===== config.mk =====
export PLATFORM = sky130hd
export DESIGN_NAME = mc_core
export DESIGN_NICKNAME = d
export VERILOG_FILES = /design/src/rtl/mc_pkg.sv /design/src/rtl/mc_regfile.sv /design/src/rtl/mc_alu.sv /design/src/rtl/mc_seq.sv /design/src/rtl/mc_core.sv
export SDC_FILE = /design/constraint.sdc
export NUM_CORES = 2
export LEC_CHECK = 0
export ABC_AREA = 1
export CAP_MARGIN = 0
export CORE_MARGIN = 5
export CORE_UTILIZATION = 38
export CTS_CLUSTER_DIAMETER = 120
export CTS_CLUSTER_SIZE = 30
export DETAILED_ROUTE_END_ITERATION = 10
export GPL_TIMING_DRIVEN = 0
export HOLD_SLACK_MARGIN = 0.1
export PLACE_DENSITY_LB_ADDON = 0.15
export SYNTH_ARGS = -nofsm -noshare
export SYNTH_HDL_FRONTEND = slang
export SYNTH_SLANG_ARGS = --single-unit
export TNS_END_PERCENT = 1

===== constraint.sdc =====
create_clock -name clk -period 51.1 [get_ports clk]
set_input_delay 12.775 -clock clk [delete_from_list [all_inputs] [get_ports clk]]
set_output_delay 12.775 -clock clk [all_outputs]
set_load 0.02 [all_outputs]

===== src/rtl/mc_pkg.sv =====
package mc_pkg;

  localparam int WORD_W  = 16;
  localparam int INSTR_W = 29;
  localparam int RIDX_W  = 4;
  localparam int NUM_REGS = 1 << RIDX_W;

  localparam logic [3:0] OPC_LOAD  = 4'd0;
  localparam logic [3:0] OPC_STORE = 4'd1;
  localparam logic [3:0] OPC_MOVE  = 4'd2;
  localparam logic [3:0] OPC_ADD   = 4'd3;
  localparam logic [3:0] OPC_SUB   = 4'd4;
  localparam logic [3:0] OPC_MUL   = 4'd5;
  localparam logic [3:0] OPC_DIV   = 4'd6;
  localparam logic [3:0] OPC_INC   = 4'd7;
  localparam logic [3:0] OPC_DEC   = 4'd8;
  localparam logic [3:0] OPC_CMP   = 4'd9;
  localparam logic [3:0] OPC_JMPC  = 4'd10;
  localparam logic [3:0] OPC_JMPU  = 4'd11;

  typedef logic signed [WORD_W-1:0] word_t;
  typedef logic signed [1:0]        cmp_t;

  typedef struct packed {
    logic [3:0]        opc;
    logic              imm_sel;
    logic [RIDX_W-1:0] ra;
    logic [RIDX_W-1:0] rb;
    logic [WORD_W-1:0] imm;
  } instr_t;

  typedef enum logic [2:0] {
    PH_FETCH, PH_DECODE, PH_EXEC, PH_MEM, PH_WB, PH_HALT
  } phase_e;

  function automatic logic is_arith(logic [3:0] opc);
    return (opc == OPC_ADD) || (opc == OPC_SUB) ||
           (opc == OPC_MUL) || (opc == OPC_DIV);
  endfunction

  function automatic logic writes_reg(logic [3:0] opc);
    return is_arith(opc) || (opc == OPC_MOVE) ||
           (opc == OPC_INC) || (opc == OPC_DEC);
  endfunction

  // Arithmetic result, all cases wrapped to WORD_W bits.
  function automatic word_t alu_calc(logic [3:0] opc, word_t x, word_t y);
    logic signed [WORD_W:0] xw;
    logic signed [WORD_W:0] yw;
    logic signed [WORD_W:0] qw;
    word_t r;
    xw = {x[WORD_W-1], x};
    yw = {y[WORD_W-1], y};
    qw = '0;
    r  = x;
    case (opc)
      OPC_ADD:  r = x + y;
      OPC_SUB:  r = x - y;
      OPC_MUL:  r = x * y;
      OPC_DIV: begin
        if (y == '0) begin
          r = '0;
        end else begin
          qw = xw / yw;
          r  = qw[WORD_W-1:0];
        end
      end
      OPC_INC:  r = x + word_t'(1);
      OPC_DEC:  r = x - word_t'(1);
      OPC_MOVE: r = y;
      default:  r = x;
    endcase
    return r;
  endfunction

  // Three-valued signed ordering of x against y.
  function automatic cmp_t cmp3(word_t x, word_t y);
    if (x < y)       return 2'sb11;
    else if (x == y) return 2'sb00;
    else             return 2'sb01;
  endfunction

endpackage


===== src/rtl/mc_regfile.sv =====
module mc_regfile #(
  parameter int NREGS = 16,
  parameter int W     = 16,
  parameter int NRD   = 3,
  localparam int AW   = $clog2(NREGS)
) (
  input  logic                    clk,
  input  logic                    rst,
  input  logic [NRD-1:0][AW-1:0]  rd_idx,
  output logic [NRD-1:0][W-1:0]   rd_data,
  input  logic                    wr_en,
  input  logic [AW-1:0]           wr_idx,
  input  logic [W-1:0]            wr_data
);

  logic [W-1:0] regs [NREGS];

  always_ff @(posedge clk) begin
    if (rst) begin
      for (int i = 0; i < NREGS; i++) regs[i] <= '0;
    end else if (wr_en) begin
      regs[wr_idx] <= wr_data;
    end
  end

  for (genvar p = 0; p < NRD; p++) begin : g_rd
    assign rd_data[p] = regs[rd_idx[p]];
  end

endmodule


===== src/rtl/mc_alu.sv =====
module mc_alu
  import mc_pkg::*;
(
  input  logic [3:0] opc,
  input  word_t      x,
  input  word_t      y,
  output word_t      result,
  output cmp_t       order
);

  assign result = alu_calc(opc, x, y);
  assign order  = cmp3(x, y);

endmodule


===== src/rtl/mc_seq.sv =====
module mc_seq
  import mc_pkg::*;
(
  input  logic clk,
  input  logic rst,
  input  logic pc_beyond,
  input  logic mem_op,
  input  logic load_op,
  output logic ir_en,
  output logic exec_en,
  output logic mem_en,
  output logic wb_en,
  output logic fetch_now,
  output logic halted
);

  phase_e ph_q, ph_d;

  always_comb begin
    ph_d = ph_q;
    case (ph_q)
      PH_FETCH:  ph_d = pc_beyond ? PH_HALT : PH_DECODE;
      PH_DECODE: ph_d = PH_EXEC;
      PH_EXEC:   ph_d = mem_op ? PH_MEM : PH_FETCH;
      PH_MEM:    ph_d = load_op ? PH_WB : PH_FETCH;
      PH_WB:     ph_d = PH_FETCH;
      PH_HALT:   ph_d = PH_HALT;
      default:   ph_d = PH_HALT;
    endcase
  end

  always_ff @(posedge clk) begin
    if (rst) ph_q <= PH_FETCH;
    else     ph_q <= ph_d;
  end

  assign fetch_now = (ph_q == PH_FETCH);
  assign ir_en     = (ph_q == PH_DECODE);
  assign exec_en   = (ph_q == PH_EXEC);
  assign mem_en    = (ph_q == PH_MEM);
  assign wb_en     = (ph_q == PH_WB);
  assign halted    = (ph_q == PH_HALT);


  halt_entry_chk: assert property (@(posedge clk) disable iff (rst)
    (fetch_now && pc_beyond) |=> halted);


  halt_sticky_chk: assert property (@(posedge clk) disable iff (rst)
    halted |=> halted);

endmodule


===== src/rtl/mc_core.sv =====
module mc_core
  import mc_pkg::*;
#(
  parameter int IAW      = 8,
  parameter int DAW      = 8,
  parameter int PROG_LEN = 32
) (
  input  logic               clk,
  input  logic               rst,
  output logic [IAW-1:0]     imem_addr,
  input  logic [INSTR_W-1:0] imem_rdata,
  output logic [DAW-1:0]     dmem_addr,
  output logic [WORD_W-1:0]  dmem_wdata,
  output logic               dmem_we,
  input  logic [WORD_W-1:0]  dmem_rdata,
  output logic               halted
);

  localparam int PC_W = WORD_W;
  localparam logic [PC_W-1:0] PC_LIMIT = PC_W'(PROG_LEN);

  logic [PC_W-1:0] pc_q;
  instr_t          ir_q;
  logic [DAW-1:0]  mar_q;
  word_t           mbr_q;
  cmp_t            cr_q;

  // Named internal events
  logic ir_en, exec_en, mem_en, wb_en, fetch_now;
  logic pc_beyond, mem_op, load_op, store_op, cmp_op, jump_hit;
  logic rf_we;
  logic [PC_W-1:0] pc_next;

  logic [2:0][RIDX_W-1:0] rd_idx;
  logic [2:0][WORD_W-1:0] rd_data;
  word_t r_a, r_b, r_c, opnd2, alu_x, alu_y, alu_res, rf_wdata;
  cmp_t  alu_order;

  assign pc_beyond = (pc_q >= PC_LIMIT);
  assign mem_op    = (ir_q.opc == OPC_LOAD) || (ir_q.opc == OPC_STORE);
  assign load_op   = (ir_q.opc == OPC_LOAD);
  assign store_op  = (ir_q.opc == OPC_STORE);
  assign cmp_op    = (ir_q.opc == OPC_CMP);

  mc_seq u_seq (
    .clk       (clk),
    .rst       (rst),
    .pc_beyond (pc_beyond),
    .mem_op    (mem_op),
    .load_op   (load_op),
    .ir_en     (ir_en),
    .exec_en   (exec_en),
    .mem_en    (mem_en),
    .wb_en     (wb_en),
    .fetch_now (fetch_now),
    .halted    (halted)
  );

  // Operand selection
  assign rd_idx[0] = ir_q.ra;
  assign rd_idx[1] = ir_q.rb;
  assign rd_idx[2] = ir_q.imm[WORD_W-1 -: RIDX_W];

  assign r_a   = word_t'(rd_data[0]);
  assign r_b   = word_t'(rd_data[1]);
  assign r_c   = word_t'(rd_data[2]);
  assign opnd2 = ir_q.imm_sel ? word_t'(ir_q.imm) : r_b;
  assign alu_x = is_arith(ir_q.opc) ? r_b : r_a;
  assign alu_y = is_arith(ir_q.opc) ? r_c : opnd2;

  mc_alu u_alu (
    .opc    (ir_q.opc),
    .x      (alu_x),
    .y      (alu_y),
    .result (alu_res),
    .order  (alu_order)
  );

  assign rf_we    = (exec_en && writes_reg(ir_q.opc)) || (wb_en && load_op);
  assign rf_wdata = wb_en ? word_t'(dmem_rdata) : alu_res;

  mc_regfile #(
    .NREGS (NUM_REGS),
    .W     (WORD_W),
    .NRD   (3)
  ) u_rf (
    .clk     (clk),
    .rst     (rst),
    .rd_idx  (rd_idx),
    .rd_data (rd_data),
    .wr_en   (rf_we),
    .wr_idx  (ir_q.ra),
    .wr_data (rf_wdata)
  );

  // Jump decision: 4-bit signed constant against the sign-extended result
  assign jump_hit = (ir_q.rb == {{(RIDX_W-2){cr_q[1]}}, cr_q});

  always_comb begin
    pc_next = pc_q + PC_W'(1);
    if (ir_q.opc == OPC_JMPU) pc_next = ir_q.imm;
    else if (ir_q.opc == OPC_JMPC && jump_hit) pc_next = ir_q.imm;
  end

  always_ff @(posedge clk) begin
    if (rst) begin
      pc_q  <= '0;
      ir_q  <= '0;
      mar_q <= '0;
      mbr_q <= '0;
      cr_q  <= '0;
    end else begin
      if (ir_en) ir_q <= instr_t'(imem_rdata);
      if (exec_en) begin
        pc_q <= pc_next;
        if (cmp_op) cr_q <= alu_order;
        if (mem_op) begin
          mar_q <= opnd2[DAW-1:0];
          mbr_q <= r_a;
        end
      end
      if (wb_en) mbr_q <= word_t'(dmem_rdata);
    end
  end

  assign imem_addr  = pc_q[IAW-1:0];
  assign dmem_addr  = mar_q;
  assign dmem_wdata = mbr_q;
  assign dmem_we    = mem_en && store_op;


  store_pulse_chk: assert property (@(posedge clk) disable iff (rst)
    dmem_we |=> !dmem_we);


  pc_hold_chk: assert property (@(posedge clk) disable iff (rst)
    !exec_en |=> $stable(pc_q));


  cmp_range_chk: assert property (@(posedge clk) disable iff (rst)
    cr_q != 2'sb10);


  halt_nowrite_chk: assert property (@(posedge clk) disable iff (rst)
    halted |-> !dmem_we);

endmodule


==> impl_metrics.csv <==
group,metric,value,unit
detailed_routing,vias_per_cell,5.88,
setup_path,path_class,"flop to flop",
setup_path,slowest_stage,"o21ai_2",
setup_path,crit_path_frequent_cell,"nand2_1",
run,maxCapViolCount,3,
final_layout,fillers,9988,
clocking,cts_buffer_depth,3,
placement,gp_congestion,1.08,
sta,finalCritPeriodShare,87.6,%
min_path,hold_class,"flop to flop",
setup_path,worst-path-max-fanout,26,
final_layout,fin_nets,5615,
die,die_area,99500,um^2
setup_path,cp.required,51.39,ns
sta,relSlewSlack,-7.89,%
detailed_routing,ant_nets,0,
sta,fmax,0.0223,GHz
detailed_routing,drtIter0Drc,4684,
die,fp.dieW,315,um
setup_path,critPathMaxStageDelay,1.01,ns
final_layout,final_core_util,41.3,%
clocking,postCtsSetupRepairBufs,0,
placement,placed_area,37900,um^2
logic_synthesis,synthFlopType,"edfxtp_1",
clocking,cts-htree-levels,1,
status,failed_checks,"max-capacitance violations, max-slew violations",
logic_synthesis,synth.cell_area,35500,um^2
global_routing,grt_pass1_vias,35700,
final_layout,area_growth,8.22,%
sta,min_period,44.78,ns
global_routing,track_usage,36.7,%
clocking,cts_resized,0,
placement,dp_hpwl,143000,um
sta,setup_tns,0,ns
logic_synthesis,avgSynthCellArea,6.92,um^2
detailed_routing,drc_errors,0,
placement,io_buffers,79,
logic_synthesis,ys_seq_elements,342,
logic_synthesis,yosysSeqAreaShare,26.5,%
die,ios,81,
logic_synthesis,synthCells,5126,
clocking,clk_latency,0.61,ns
status,outcome,"finished, violations left",
logic_synthesis,synthArstFlopShare,0,%
sta,rsz0062_at_grt,"no",
clocking,clockRootBuffer,"clkbuf_16",
final_layout,stdcell_area,38400,um^2
logic_synthesis,yosysWarnings,0,
logic_synthesis,synth_edf_count,256,
global_routing,antenna_found_initial,4,
clocking,ctsHoldBuffers,0,
logic_synthesis,synth_cell_types,67,
clocking,cts_sinks,342,
die,start_util,38.2,%
detailed_routing,vias,38200,
setup_path,arrival,45.07,ns
die,core,92900,um^2
die,num_rows,112,
clocking,cts_buffers,15,
sta,final_max_slew_viol_count,16,
global_routing,grt_max_degree,32,
sta,hold_viol,0,
logic_synthesis,postSynthNetCount,5513,
global_routing,gr-total-overflow,0,
clocking,cts_tree,"yes",
detailed_routing,wl_per_cell,29.2,um
sta,worst_slew_pin_slew,1.61,ns
setup_path,startpoint_type,"flop",
detailed_routing,postRouteWirelength,190000,um
sta,setup_violations,0,
setup_path,critPathCaptureType,"flop",
clocking,clk_pin_slew,0.13,ns
die,die_h,315,um
sta,finClkSkew,0.0863,ns
final_layout,drive_above_1_share,6.26,%
global_routing,grt_pass1_wl,263000,um
detailed_routing,drtPass1Iterations,8,
==> cell usage after synthesis (10+ instances only) <==
| cell | n | area, um^2 |
|---|---|---|
| nand2_4 | 10 | 113 |
| buf_2 | 105 | 526 |
| or2_2 | 29 | 181 |
| or2_1 | 19 | 119 |
| fa_1 | 81 | 1620 |
| inv_1 | 634 | 2380 |
| ha_1 | 259 | 3240 |
| dfxtp_1 | 86 | 1720 |
| a21oi_1 | 484 | 2420 |
| a31oi_1 | 34 | 213 |
| o221ai_1 | 24 | 210 |
| nand4_1 | 21 | 131 |
| xnor2_1 | 51 | 447 |
| nand3_1 | 460 | 2300 |
| buf_4 | 24 | 180 |
| nor4_1 | 14 | 87.6 |
| o21a_1 | 10 | 75.1 |
| a21o_1 | 15 | 113 |
| clkbuf_1 | 113 | 424 |
| o21ai_0 | 358 | 1790 |
| nand2_2 | 17 | 106 |
| nor3_1 | 40 | 200 |
| o21ai_1 | 54 | 270 |
| xor2_1 | 91 | 797 |
| clkinv_1 | 28 | 105 |
| o21ai_2 | 16 | 140 |
| nand2_1 | 1015 | 3810 |
| o21bai_1 | 17 | 128 |
| buf_1 | 10 | 37.5 |
| buf_6 | 26 | 293 |
| inv_2 | 27 | 101 |
| nor2_1 | 504 | 1890 |
| edfxtp_1 | 256 | 7690 |
| o211ai_1 | 90 | 676 |
==> kinds of logic (layout without fill, tap and decap cells) <==
kind of cell	after synthesis	count (layout)	synth area share, %
buffers and inverters	968	1078	11.4
DFF	342	342	26.5
other	2	5	0.0212
muxes	3	3	0.0847
adders and majority gates	340	340	13.7
and+or+nand+nor	2167	2167	26.1
AOI/OAI and AO/OA	1162	1162	18.6
xor gates and xnor gates	142	142	3.51
==> through the flow <==
stage               std cells  hold WS (ns)  setup slack (ns)
finish                   6493         0.493              6.32
global placement         6459         0.470              5.05
global route             6490         0.517              2.30
CTS                      6490         0.494              6.84
detailed placement       6465         0.480              6.98
floorplan                5126         0.434             17.32
==> routing by layer <==
metal | vias to the layer above | routed length, um | global-route usage, %
li1 | 17300 | - | -
met1 | 17900 | 73000 | 46.2
met2 | 2332 | 80700 | 56.6
met3 | 663 | 20000 | 8.39
met4 | 0 | 15800 | 24.0
met5 | - | 0 | 0
==> worst max-delay path, delay by kind of cell (launching register included) <==
kind | cells | cell delay, ns
simple gates | 116 | 14.86
buf+inv | 55 | 8.06
flops | 1 | 0.32
compound gates | 80 | 15.68
fa+ha+maj | 17 | 5.37
==> layout make-up <==
class / count / area, um^2 / area share, %
multi-input cells: 3816 / 22000 / 57.4
flip-flops and latches: 342 / 9410 / 24.5
inverters: 690 / 2590 / 6.75
well taps: 1254 / 1570 / 4.09
plain buffers: 278 / 1460 / 3.81
repair buffers: 85 / 858 / 2.24
clock buffers: 24 / 419 / 1.09
clock inverters: 1 / 16.3 / 0.0424
diodes: 3 / 7.51 / 0.0196
==> cells in the final DEF (no fill, tap or decap), types with 51 or more instances in the layout <==
cell type	instances
o21ai_0	357
clkbuf_1	120
inv_1	634
nand2_1	1014
edfxtp_1	256
o211ai_1	90
xor2_1	91
nand3_1	460
xnor2_1	51
dfxtp_1	86
o21ai_1	52
nor2_1	504
fa_1	81
clkdlybuf4s50_1	79
a21oi_1	484
buf_2	105
ha_1	259
==> path summary, 6_finish.rpt <==
check            from               to  slack (ns)  cells after the start
max              flop  u_rf.regs[8][6]        6.32                    268
max reg2reg      flop  u_rf.regs[8][6]        6.32                    268
min reg2reg  ir_q[27]         ir_q[27]        0.49                      2
min          ir_q[27]         ir_q[27]        0.49                      2
==> registers in the layout, indices dropped and copies added (netlist names), named ones only <==
signal,count
pc_q,16
dmem_wdata,16
u_seq.ph_q,3
dmem_addr,8
cr_q,2
ir_q,29
u_rf.regs,256
Power is not shown: default switching activity piles up to over one toggle a cycle in this logic, so the estimate is an artifact.
